`src/rtl/spi_host_pkg.sv`:
```
package spi_host_pkg;
  localparam int WORD_W = 16;
  localparam int ADDR_W = 5;

  localparam logic [1:0] MODE_CFG = 2'b01;
  localparam logic [1:0] MODE_ACT = 2'b10;

  localparam logic [ADDR_W-1:0] OFS_MODE = 5'h00;
  localparam logic [ADDR_W-1:0] OFS_FRM  = 5'h04;
  localparam logic [ADDR_W-1:0] OFS_DIV  = 5'h08;
  localparam logic [ADDR_W-1:0] OFS_STAT = 5'h14;
  localparam logic [ADDR_W-1:0] OFS_DATA = 5'h18;

  // strobes from control to datapath
  typedef struct packed {
    logic txPush;
    logic rxPop;
    logic fifoClr;
  } dpStrobe_t;

  // static settings seen by the datapath
  typedef struct packed {
    logic       run;
    logic       cpol;
    logic       cpha;
    logic       msbFirst;
    logic       wide;
    logic [7:0] div;
  } dpCfg_t;
endpackage

```
`src/rtl/spi_host_fifo.sv`:
```
module spi_host_fifo #(
  parameter int WIDTH = 16,
  parameter int DEPTH = 4,
  localparam int PTR_W = (DEPTH > 1) ? $clog2(DEPTH) : 1,
  localparam int CNT_W = $clog2(DEPTH + 1)
) (
  input  logic             clk,
  input  logic             rstN,
  input  logic             clr,
  input  logic             push,
  input  logic [WIDTH-1:0] pushData,
  input  logic             pop,
  output logic [WIDTH-1:0] headData,
  output logic [CNT_W-1:0] count
);
  logic [WIDTH-1:0] mem [DEPTH];
  logic [PTR_W-1:0] wrPtr, rdPtr;

  function automatic logic [PTR_W-1:0] bump(input logic [PTR_W-1:0] p);
    return (p == PTR_W'(DEPTH - 1)) ? '0 : p + PTR_W'(1);
  endfunction

  always_ff @(posedge clk) begin
    if (!rstN || clr) begin
      wrPtr <= '0;
      rdPtr <= '0;
      count <= '0;
    end else begin
      if (push) wrPtr <= bump(wrPtr);
      if (pop)  rdPtr <= bump(rdPtr);
      count <= count + CNT_W'(push) - CNT_W'(pop);
    end
  end

  always_ff @(posedge clk) begin
    if (push && !clr) mem[wrPtr] <= pushData;
  end

  assign headData = mem[rdPtr];


  no_push_full_chk: assert property (@(posedge clk) disable iff (!rstN)
    push |-> (count < CNT_W'(DEPTH)));

  no_pop_empty_chk: assert property (@(posedge clk) disable iff (!rstN)
    pop |-> (count != '0));
endmodule

```
`src/rtl/spi_host_dp.sv`:
```
module spi_host_dp
  import spi_host_pkg::*;
#(
  parameter int DEPTH = 4,
  localparam int CNT_W = $clog2(DEPTH + 1)
) (
  input  logic              clk,
  input  logic              rstN,
  input  dpStrobe_t         stb,
  input  dpCfg_t            cfg,
  input  logic [WORD_W-1:0] txWord,
  output logic [WORD_W-1:0] rxWord,
  output logic [CNT_W-1:0]  txCount,
  output logic [CNT_W-1:0]  rxCount,
  output logic              busy,
  output logic              sclk,
  output logic              mosi,
  input  logic              miso
);
  logic [WORD_W-1:0] txHead, txShift, rxShift, rxNext, rxPushData;
  logic [7:0] tick, nEff, half;
  logic [3:0] bitIdx, lastBit;
  logic startWord, lead, trail, sampleNow, curBit, mosiHeld, rxPush;

  assign nEff    = (cfg.div == 8'd0) ? 8'd1 : cfg.div;
  assign half    = 8'((9'(nEff) + 9'd1) >> 1);
  assign lastBit = cfg.wide ? 4'd15 : 4'd7;

  assign startWord = !busy && cfg.run && (txCount != '0);
  assign lead      = busy && (tick == half - 8'd1);
  assign trail     = busy && (tick == nEff);
  assign sampleNow = cfg.cpha ? trail : lead;
  assign curBit    = cfg.msbFirst ? txShift[lastBit] : txShift[0];

  always_comb begin
    if (cfg.msbFirst)  rxNext = {rxShift[WORD_W-2:0], miso};
    else if (cfg.wide) rxNext = {miso, rxShift[WORD_W-1:1]};
    else               rxNext = {8'h00, miso, rxShift[7:1]};
    rxPushData = sampleNow ? rxNext : rxShift;
    if (!cfg.wide) rxPushData[WORD_W-1:8] = '0;
  end

  assign rxPush = trail && (bitIdx == lastBit);

  always_ff @(posedge clk) begin
    if (!rstN) begin
      busy     <= 1'b0;
      tick     <= '0;
      bitIdx   <= '0;
      txShift  <= '0;
      rxShift  <= '0;
      mosiHeld <= 1'b0;
    end else if (startWord) begin
      busy    <= 1'b1;
      tick    <= '0;
      bitIdx  <= '0;
      txShift <= cfg.wide ? txHead : {8'h00, txHead[7:0]};
      rxShift <= '0;
    end else if (busy) begin
      if (sampleNow) rxShift <= rxNext;
      if (lead && cfg.cpha) mosiHeld <= curBit;
      if (trail) begin
        tick    <= '0;
        bitIdx  <= bitIdx + 4'd1;
        txShift <= cfg.msbFirst ? (txShift << 1) : (txShift >> 1);
        if (bitIdx == lastBit) busy <= 1'b0;
      end else begin
        tick <= tick + 8'd1;
      end
    end
  end

  assign sclk = cfg.cpol ^ (busy && (tick >= half));
  assign mosi = cfg.cpha ? mosiHeld : curBit;

  spi_host_fifo #(.WIDTH(WORD_W), .DEPTH(DEPTH)) txFifo (
    .clk(clk), .rstN(rstN), .clr(stb.fifoClr),
    .push(stb.txPush), .pushData(txWord), .pop(startWord),
    .headData(txHead), .count(txCount)
  );

  spi_host_fifo #(.WIDTH(WORD_W), .DEPTH(DEPTH)) rxFifo (
    .clk(clk), .rstN(rstN), .clr(stb.fifoClr),
    .push(rxPush), .pushData(rxPushData), .pop(stb.rxPop),
    .headData(rxWord), .count(rxCount)
  );


  stop_hold_chk: assert property (@(posedge clk) disable iff (!rstN)
    (!cfg.run && !busy) |=> !busy);
endmodule

```
`src/rtl/spi_host_ctl.sv`:
```
module spi_host_ctl
  import spi_host_pkg::*;
#(
  parameter int DEPTH = 4,
  localparam int CNT_W = $clog2(DEPTH + 1)
) (
  input  logic              clk,
  input  logic              rstN,
  input  logic              busWrEn,
  input  logic              busRdEn,
  input  logic [ADDR_W-1:0] busAddr,
  input  logic [31:0]       busWrData,
  output logic [31:0]       busRdData,
  output logic              irq,
  output dpStrobe_t         stb,
  output dpCfg_t            cfg,
  output logic [WORD_W-1:0] txWord,
  input  logic [WORD_W-1:0] rxWord,
  input  logic [CNT_W-1:0]  txCount,
  input  logic [CNT_W-1:0]  rxCount,
  input  logic              busy
);
  logic [1:0] modeQ, rxLvlM1;
  logic       stopQ, rxIe, msbFirst, cpha, cpol, ovfQ;
  logic [7:0] divQ;
  logic [4:0] lenQ;
  logic       isActive, txFull, rxThr, idle, dataWr;
  logic       unusedWrBits;

  assign unusedWrBits = ^busWrData;
  assign isActive = (modeQ == MODE_ACT);
  assign txFull   = (txCount == CNT_W'(DEPTH));
  assign rxThr    = (rxCount >= (CNT_W'(rxLvlM1) + CNT_W'(1)));
  assign idle     = (txCount == '0) && !busy;
  assign dataWr   = busWrEn && (busAddr == OFS_DATA) && isActive;

  always_ff @(posedge clk) begin
    if (!rstN) begin
      modeQ    <= MODE_CFG;
      stopQ    <= 1'b0;
      rxLvlM1  <= '0;
      rxIe     <= 1'b0;
      msbFirst <= 1'b0;
      cpha     <= 1'b0;
      cpol     <= 1'b0;
      divQ     <= 8'd1;
      lenQ     <= 5'd8;
      ovfQ     <= 1'b0;
    end else begin
      if (busWrEn && busAddr == OFS_MODE) begin
        if (busWrData[7:6] == MODE_CFG || busWrData[7:6] == MODE_ACT)
          modeQ <= busWrData[7:6];
        stopQ <= busWrData[1];
      end
      if (busWrEn && busAddr == OFS_FRM) begin
        rxLvlM1  <= busWrData[13:12];
        rxIe     <= busWrData[9];
        msbFirst <= busWrData[2];
        cpha     <= busWrData[1];
        cpol     <= busWrData[0];
      end
      if (busWrEn && busAddr == OFS_DIV && modeQ == MODE_CFG) begin
        divQ <= busWrData[15:8];
        lenQ <= busWrData[4:0];
      end
      if (stb.fifoClr)          ovfQ <= 1'b0;
      else if (dataWr && txFull) ovfQ <= 1'b1;
    end
  end

  always_comb begin
    stb.fifoClr = busWrEn && (busAddr == OFS_MODE) && busWrData[0];
    stb.txPush  = dataWr && !txFull;
    stb.rxPop   = busRdEn && (busAddr == OFS_DATA) && (rxCount != '0);
    cfg.run      = isActive && !stopQ;
    cfg.cpol     = cpol;
    cfg.cpha     = cpha;
    cfg.msbFirst = msbFirst;
    cfg.wide     = (lenQ == 5'd16);
    cfg.div      = divQ;
  end

  assign txWord = busWrData[WORD_W-1:0];
  assign irq    = rxThr && rxIe;

  always_comb begin
    busRdData = '0;
    unique case (busAddr)
      OFS_MODE: busRdData = {24'h0, modeQ, 4'h0, stopQ, 1'b0};
      OFS_FRM:  busRdData = {16'h0, 2'b00, rxLvlM1, 2'b00, rxIe, 6'h00,
                             msbFirst, cpha, cpol};
      OFS_DIV:  busRdData = {16'h0, divQ, 3'b000, lenQ};
      OFS_STAT: busRdData = {16'h0, 1'b0, rxThr, 3'(txCount), 3'(rxCount),
                             ovfQ, 4'h0, idle, 2'b00};
      OFS_DATA: if (rxCount != '0)
                  busRdData = cfg.wide ? {16'h0, rxWord} : {24'h0, rxWord[7:0]};
      default:  busRdData = '0;
    endcase
  end


  div_frozen_chk: assert property (@(posedge clk) disable iff (!rstN)
    isActive |=> ($stable(divQ) && $stable(lenQ)));

  ovf_sticky_chk: assert property (@(posedge clk) disable iff (!rstN)
    (ovfQ && !stb.fifoClr) |=> ovfQ);

  cfg_no_push_chk: assert property (@(posedge clk) disable iff (!rstN)
    (modeQ != MODE_ACT) |-> !stb.txPush);
endmodule

```
`src/rtl/spi_host.sv`:
```
module spi_host
  import spi_host_pkg::*;
#(
  parameter int DEPTH = 4,
  localparam int CNT_W = $clog2(DEPTH + 1)
) (
  input  logic              clk,
  input  logic              rstN,
  input  logic              busWrEn,
  input  logic              busRdEn,
  input  logic [ADDR_W-1:0] busAddr,
  input  logic [31:0]       busWrData,
  output logic [31:0]       busRdData,
  output logic              irq,
  output logic              sclk,
  output logic              mosi,
  input  logic              miso
);
  dpStrobe_t         stb;
  dpCfg_t            cfg;
  logic [WORD_W-1:0] txWord, rxWord;
  logic [CNT_W-1:0]  txCount, rxCount;
  logic              busy;

  spi_host_ctl #(.DEPTH(DEPTH)) ctl (
    .clk(clk), .rstN(rstN), .busWrEn(busWrEn), .busRdEn(busRdEn),
    .busAddr(busAddr), .busWrData(busWrData), .busRdData(busRdData),
    .irq(irq), .stb(stb), .cfg(cfg), .txWord(txWord), .rxWord(rxWord),
    .txCount(txCount), .rxCount(rxCount), .busy(busy)
  );

  spi_host_dp #(.DEPTH(DEPTH)) dp (
    .clk(clk), .rstN(rstN), .stb(stb), .cfg(cfg), .txWord(txWord),
    .rxWord(rxWord), .txCount(txCount), .rxCount(rxCount), .busy(busy),
    .sclk(sclk), .mosi(mosi), .miso(miso)
  );
endmodule

```
`config.mk`:
```
export PLATFORM = sky130hd
export DESIGN_NAME = spi_host
export DESIGN_NICKNAME = d
export VERILOG_FILES = /design/src/rtl/spi_host_pkg.sv /design/src/rtl/spi_host_fifo.sv /design/src/rtl/spi_host_dp.sv /design/src/rtl/spi_host_ctl.sv /design/src/rtl/spi_host.sv
export SDC_FILE = /design/constraint.sdc
export NUM_CORES = 1
export LEC_CHECK = 0
export ABC_CLOCK_PERIOD_IN_PS = 3700
export BUFFER_PORTS_ARGS = -buffer_cell sky130_fd_sc_hd__buf_2
export CORE_ASPECT_RATIO = 0.9
export CORE_MARGIN = 2
export CORE_UTILIZATION = 35
export DETAILED_ROUTE_END_ITERATION = 8
export GPL_TIMING_DRIVEN = 1
export SYNTH_ARGS = -nofsm -noshare
export SYNTH_HDL_FRONTEND = slang
export SYNTH_SLANG_ARGS = --single-unit
```
`constraint.sdc`:
```
create_clock -name clk -period 3.7 [get_ports clk]
set_clock_uncertainty 0.1 [all_clocks]
set_input_delay 0.37 -clock clk [delete_from_list [all_inputs] [get_ports clk]]
set_output_delay 0.37 -clock clk [all_outputs]
set_load 0.03 [all_outputs]
```
==> run summary <==
The run finished with clean final reports. The clock latency at the later pin of the worst-skew pair came out at 520 ps. The number of max-capacitance violations reported is 0. Counting every sink on the clock net gives 215.

The growth of design area from synthesis to finish came out at 15.05%. The fraction of layout instances using a drive strength above 1 came out at between 10% and 20%. The worst path needs 3496 ps of the cycle, external delays included. The floorplan step defined a core boundary enclosing 28,860 sq um.

The pin count of the biggest net entering global routing came out at 29. The fraction of the mapped netlist area in compound gates is under 10%. The floorplan step set the die height to 166.5 microns.

The endpoint arrival time on the critical path came out at 3030 ps. The number of top-level pins came out at 77. The number of global-route vias before repair is between 6,000 and 7,000. The mean cell area of the mapped netlist came out at around 12 sq um. CTS built an H-tree with a depth of 1. The simple-gate area share of the yosys netlist came out at 12.99%. Derived from the worst setup path, the maximum achievable clock frequency is 286.0 MHz.

The initial utilization of the core area, before any placement, comes to 35.60%. The via density per instance came out at 5.097. The die width came out at 184.6 microns. The antenna cell count is 0. The count of different cell masters after synthesis came out at 64. Traced cell by cell, the critical path runs through nor4_2, a211o_1, and2_1, ha_1, nand2b_1, a21o_1, a21o_1, a21o_1, a211o_1, o211ai_1, buf_2.

Summed over all instances, the cell type with the most area after synthesis is sky130_fd_sc_hd__edfxtp_1. Synthesis inferred 215 register bits. The peak ir drop on the vdd network came out at 0.2753 mV.

The total number of yosys warnings is 0. The max-slew violation count came out at 0. The sum of routed wire length over all layers came out at ~24,000 microns. The worst setup path is captured at an output port. Among all flip-flop cells after synthesis, the most frequent one is sky130_fd_sc_hd__edfxtp_1.

The power density over the cells came out at 430.3 nW/um^2. For this run, asynchronously set or reset flops after synthesis account for 0%. Detailed placement ended at an HPWL of 16,860 microns.

In this run the worst hold path is classified as input port to register. The sequential share of the synthesized area is 54.36%. The number of buffers on the longest clock path came out at 3. After global routing the overflow that remains totals 0. The post-synthesis instance area is 10,270 sq um. The count of nets left with antenna violations once routing finished came out at 0. TritonCTS built the clock tree.

Counting stages on the worst path, the most repeated cell is sky130_fd_sc_hd__a21o_1. The routability congestion estimate from global placement is 0.7725. The full die area came out at 30,750 sq um. In the final routed layout, each cell accounts on average for between 15 and 20 microns.

The number of post-CTS setup repair buffers is 0. The number of CTS-inserted buffers came out at 24. The slew at the pin with the worst max-slew slack is 869.2 ps. For this block, the initial DRC count from the detailed router was around 530. The final worst-path cycle share came out at 94.49%.

The main combinational cell family by area after synthesis is simple AND/OR/NAND/NOR gates. Setup repair after global routing left no endpoint under its margin. The final total negative setup slack came out at 0 ps. The number of hold-slack violations in the final timing report came out at 0. The site row count came out at 59. The share of the core filled with cells in the final layout is 40.96%. The area share of fa/ha/maj cells after synthesis is 3.921%. The critical path start-end classification is register to output port.

Before antenna repair, the detailed router went through 6 iterations. The number of antenna violations at the first check in global routing is 0. Yosys attributes the largest share of cell area to sky130_fd_sc_hd__edfxtp_1 (37%), sky130_fd_sc_hd__dfxtp_1 (17%), sky130_fd_sc_hd__mux4_2 (7.0%). Setup violations remaining at the end of the flow were counted as 0.

The first-pass GRT wire length is 38,600 microns. The xor-xnor portion of the synthesized cell area came out at 3.117%. The synthesized instance count is 877. The endpoint required time on the critical path is 3230 ps. The share of synthesized area spent on multiplexers came out at about 12%.

Of all nets on the critical path, the largest fanout is 2. The net count of the finished layout is 1,006. The static leakage came out at 4.218 nW. The routed layout has 6,866 vias. The tree is rooted in a sky130_fd_sc_hd__clkbuf_16. The slowest library cell on the worst path is sky130_fd_sc_hd__nor4_2. The total routing usage reported by global routing is 16.02%. Headroom to the max-slew limit came out at 41.91%. The clock-pin slew of the registers on the worst-case setup and hold paths came out at 60 ps. The number of port buffers is 44. The share of Yosys cell area claimed by the top area cell type came out at 37.41%. The number of design rule violations left after detail routing is 0.

STA classifies the critical path startpoint as a register. The largest stage delay on the critical path is 370 ps. In this run, synthesis inferred 128 flip-flops with an integrated enable.
[path summary, 6_finish.rpt]
path	cells past startpoint	end	start	slack [ps]
max	11	sclk	ctl.divQ[7]	200
min	1	dp.txFifo.mem[3][14]	busWrData[14]	20
max reg2reg	11	dp.rxFifo.mem[0][13]	ctl.divQ[7]	300
min reg2reg	2	dp.rxShift[15]	dp.rxShift[15]	360
[worst max-delay path: cells and delay by family (launching register included)]
kind | cells | cell delay (ps)
buf+inv | 1 | 230
compound gates | 6 | 1090
flops | 1 | 310
fa+ha+maj | 1 | 240
simple gates | 3 | 650
[power by group]
group          switching, W  internal [W]  total, W
Clock              0.000960       0.00149   0.00245
Sequential       0.00000326       0.00252   0.00252
Combinational     0.0000858     0.0000266  0.000112
Total               0.00105       0.00404   0.00509
[timing repair]
action	CTS	global route
setup endpoints to repair	0	1
endpoints found under the hold margin	8	0
resized for setup	0	2
hold buffers	2	0
[placed cells by master (no fill, tap or decap), types with 29 or more instances in the layout]
cell type	count
sky130_fd_sc_hd__a21oi_1	51
sky130_fd_sc_hd__buf_2	44
sky130_fd_sc_hd__buf_4	39
sky130_fd_sc_hd__dfxtp_1	85
sky130_fd_sc_hd__edfxtp_1	128
sky130_fd_sc_hd__ha_1	29
sky130_fd_sc_hd__inv_1	30
sky130_fd_sc_hd__mux2i_1	50
sky130_fd_sc_hd__mux4_2	32
sky130_fd_sc_hd__nand2_1	119
sky130_fd_sc_hd__nand3_1	33
sky130_fd_sc_hd__nor2_1	40
[cell type report]
class                      count  area [sq um]
fill                        2739         17040
sequential                   215          5588
multi-input combinational    576          4269
clock buffer                  32         671.9
timing repair buffer          85         533.0
tap                          396         495.5
clock inverter                12         147.6
inverter                      31         116.4
[metrics by stage]
step | cell area (sq um) | power (W) | instances | hold WS, ps | setup WS (ps)
5_1_grt | 11820 | 0.005248 | 1347 | 12.08 | 13.18
4_1_cts | 11820 | 0.005137 | 1347 | 3.619 | 86.71
6_report | 11820 | 0.005086 | 1347 | 24.20 | 203.8
3_5_place_dp | 10980 | 0.002686 | 1301 | 357.0 | 314.5
3_3_place_gp | 10980 | 0.002685 | 1301 | 347.1 | 316.9
2_1_floorplan | 10330 | 0.002649 | 892 | 335.7 | 360.8
[cells by family after synthesis]
kind of cell	after synthesis
muxes	85
DFF	215
AOI/OAI and AO/OA	134
other	1
buffers and inverters	101
adders and majority gates	31
xor gates and xnor gates	35
and+or+nand+nor	275
[per-layer routing]
| layer | GRT usage (%) | share of wire, % | vias up |
|---|---|---|---|
| met5 | 0 | 0 | - |
| met1 | 23.72 | 48 | 3360 |
| met3 | 2.274 | 5.4 | 32 |
| met4 | 3.687 | 1.5 | 0 |
| met2 | 24.81 | 45 | 183 |
| li1 | - | - | 3291 |
[state kept, by name, summed over array words and instances (netlist names), 2 cells and up, named ones only]
name and flops:
ctl.divQ 8, ctl.modeQ 2, dp.rxFifo.rdPtr 2, dp.txShift 16, dp.txFifo.wrPtr 2, dp.rxFifo.wrPtr 2, dp.txFifo.count 3, dp.bitIdx 4
dp.tick 8, dp.txFifo.rdPtr 2, ctl.rxLvlM1 2, dp.txFifo.mem 64, dp.rxFifo.mem 64, ctl.lenQ 5, dp.rxShift 16, dp.rxFifo.count 3
[cell usage after synthesis (all sizes together), types with 21 or more instances]
cell type,n
mux4,32
nand3,33
inv,31
mux2i,50
clkbuf,38
xnor2,21
o21ai,28
nand2,119
a21oi,52
edfxtp,128
dfxtp,87
buf,32
nor2,40
ha,29
Power figures use the tool's default switching activity.
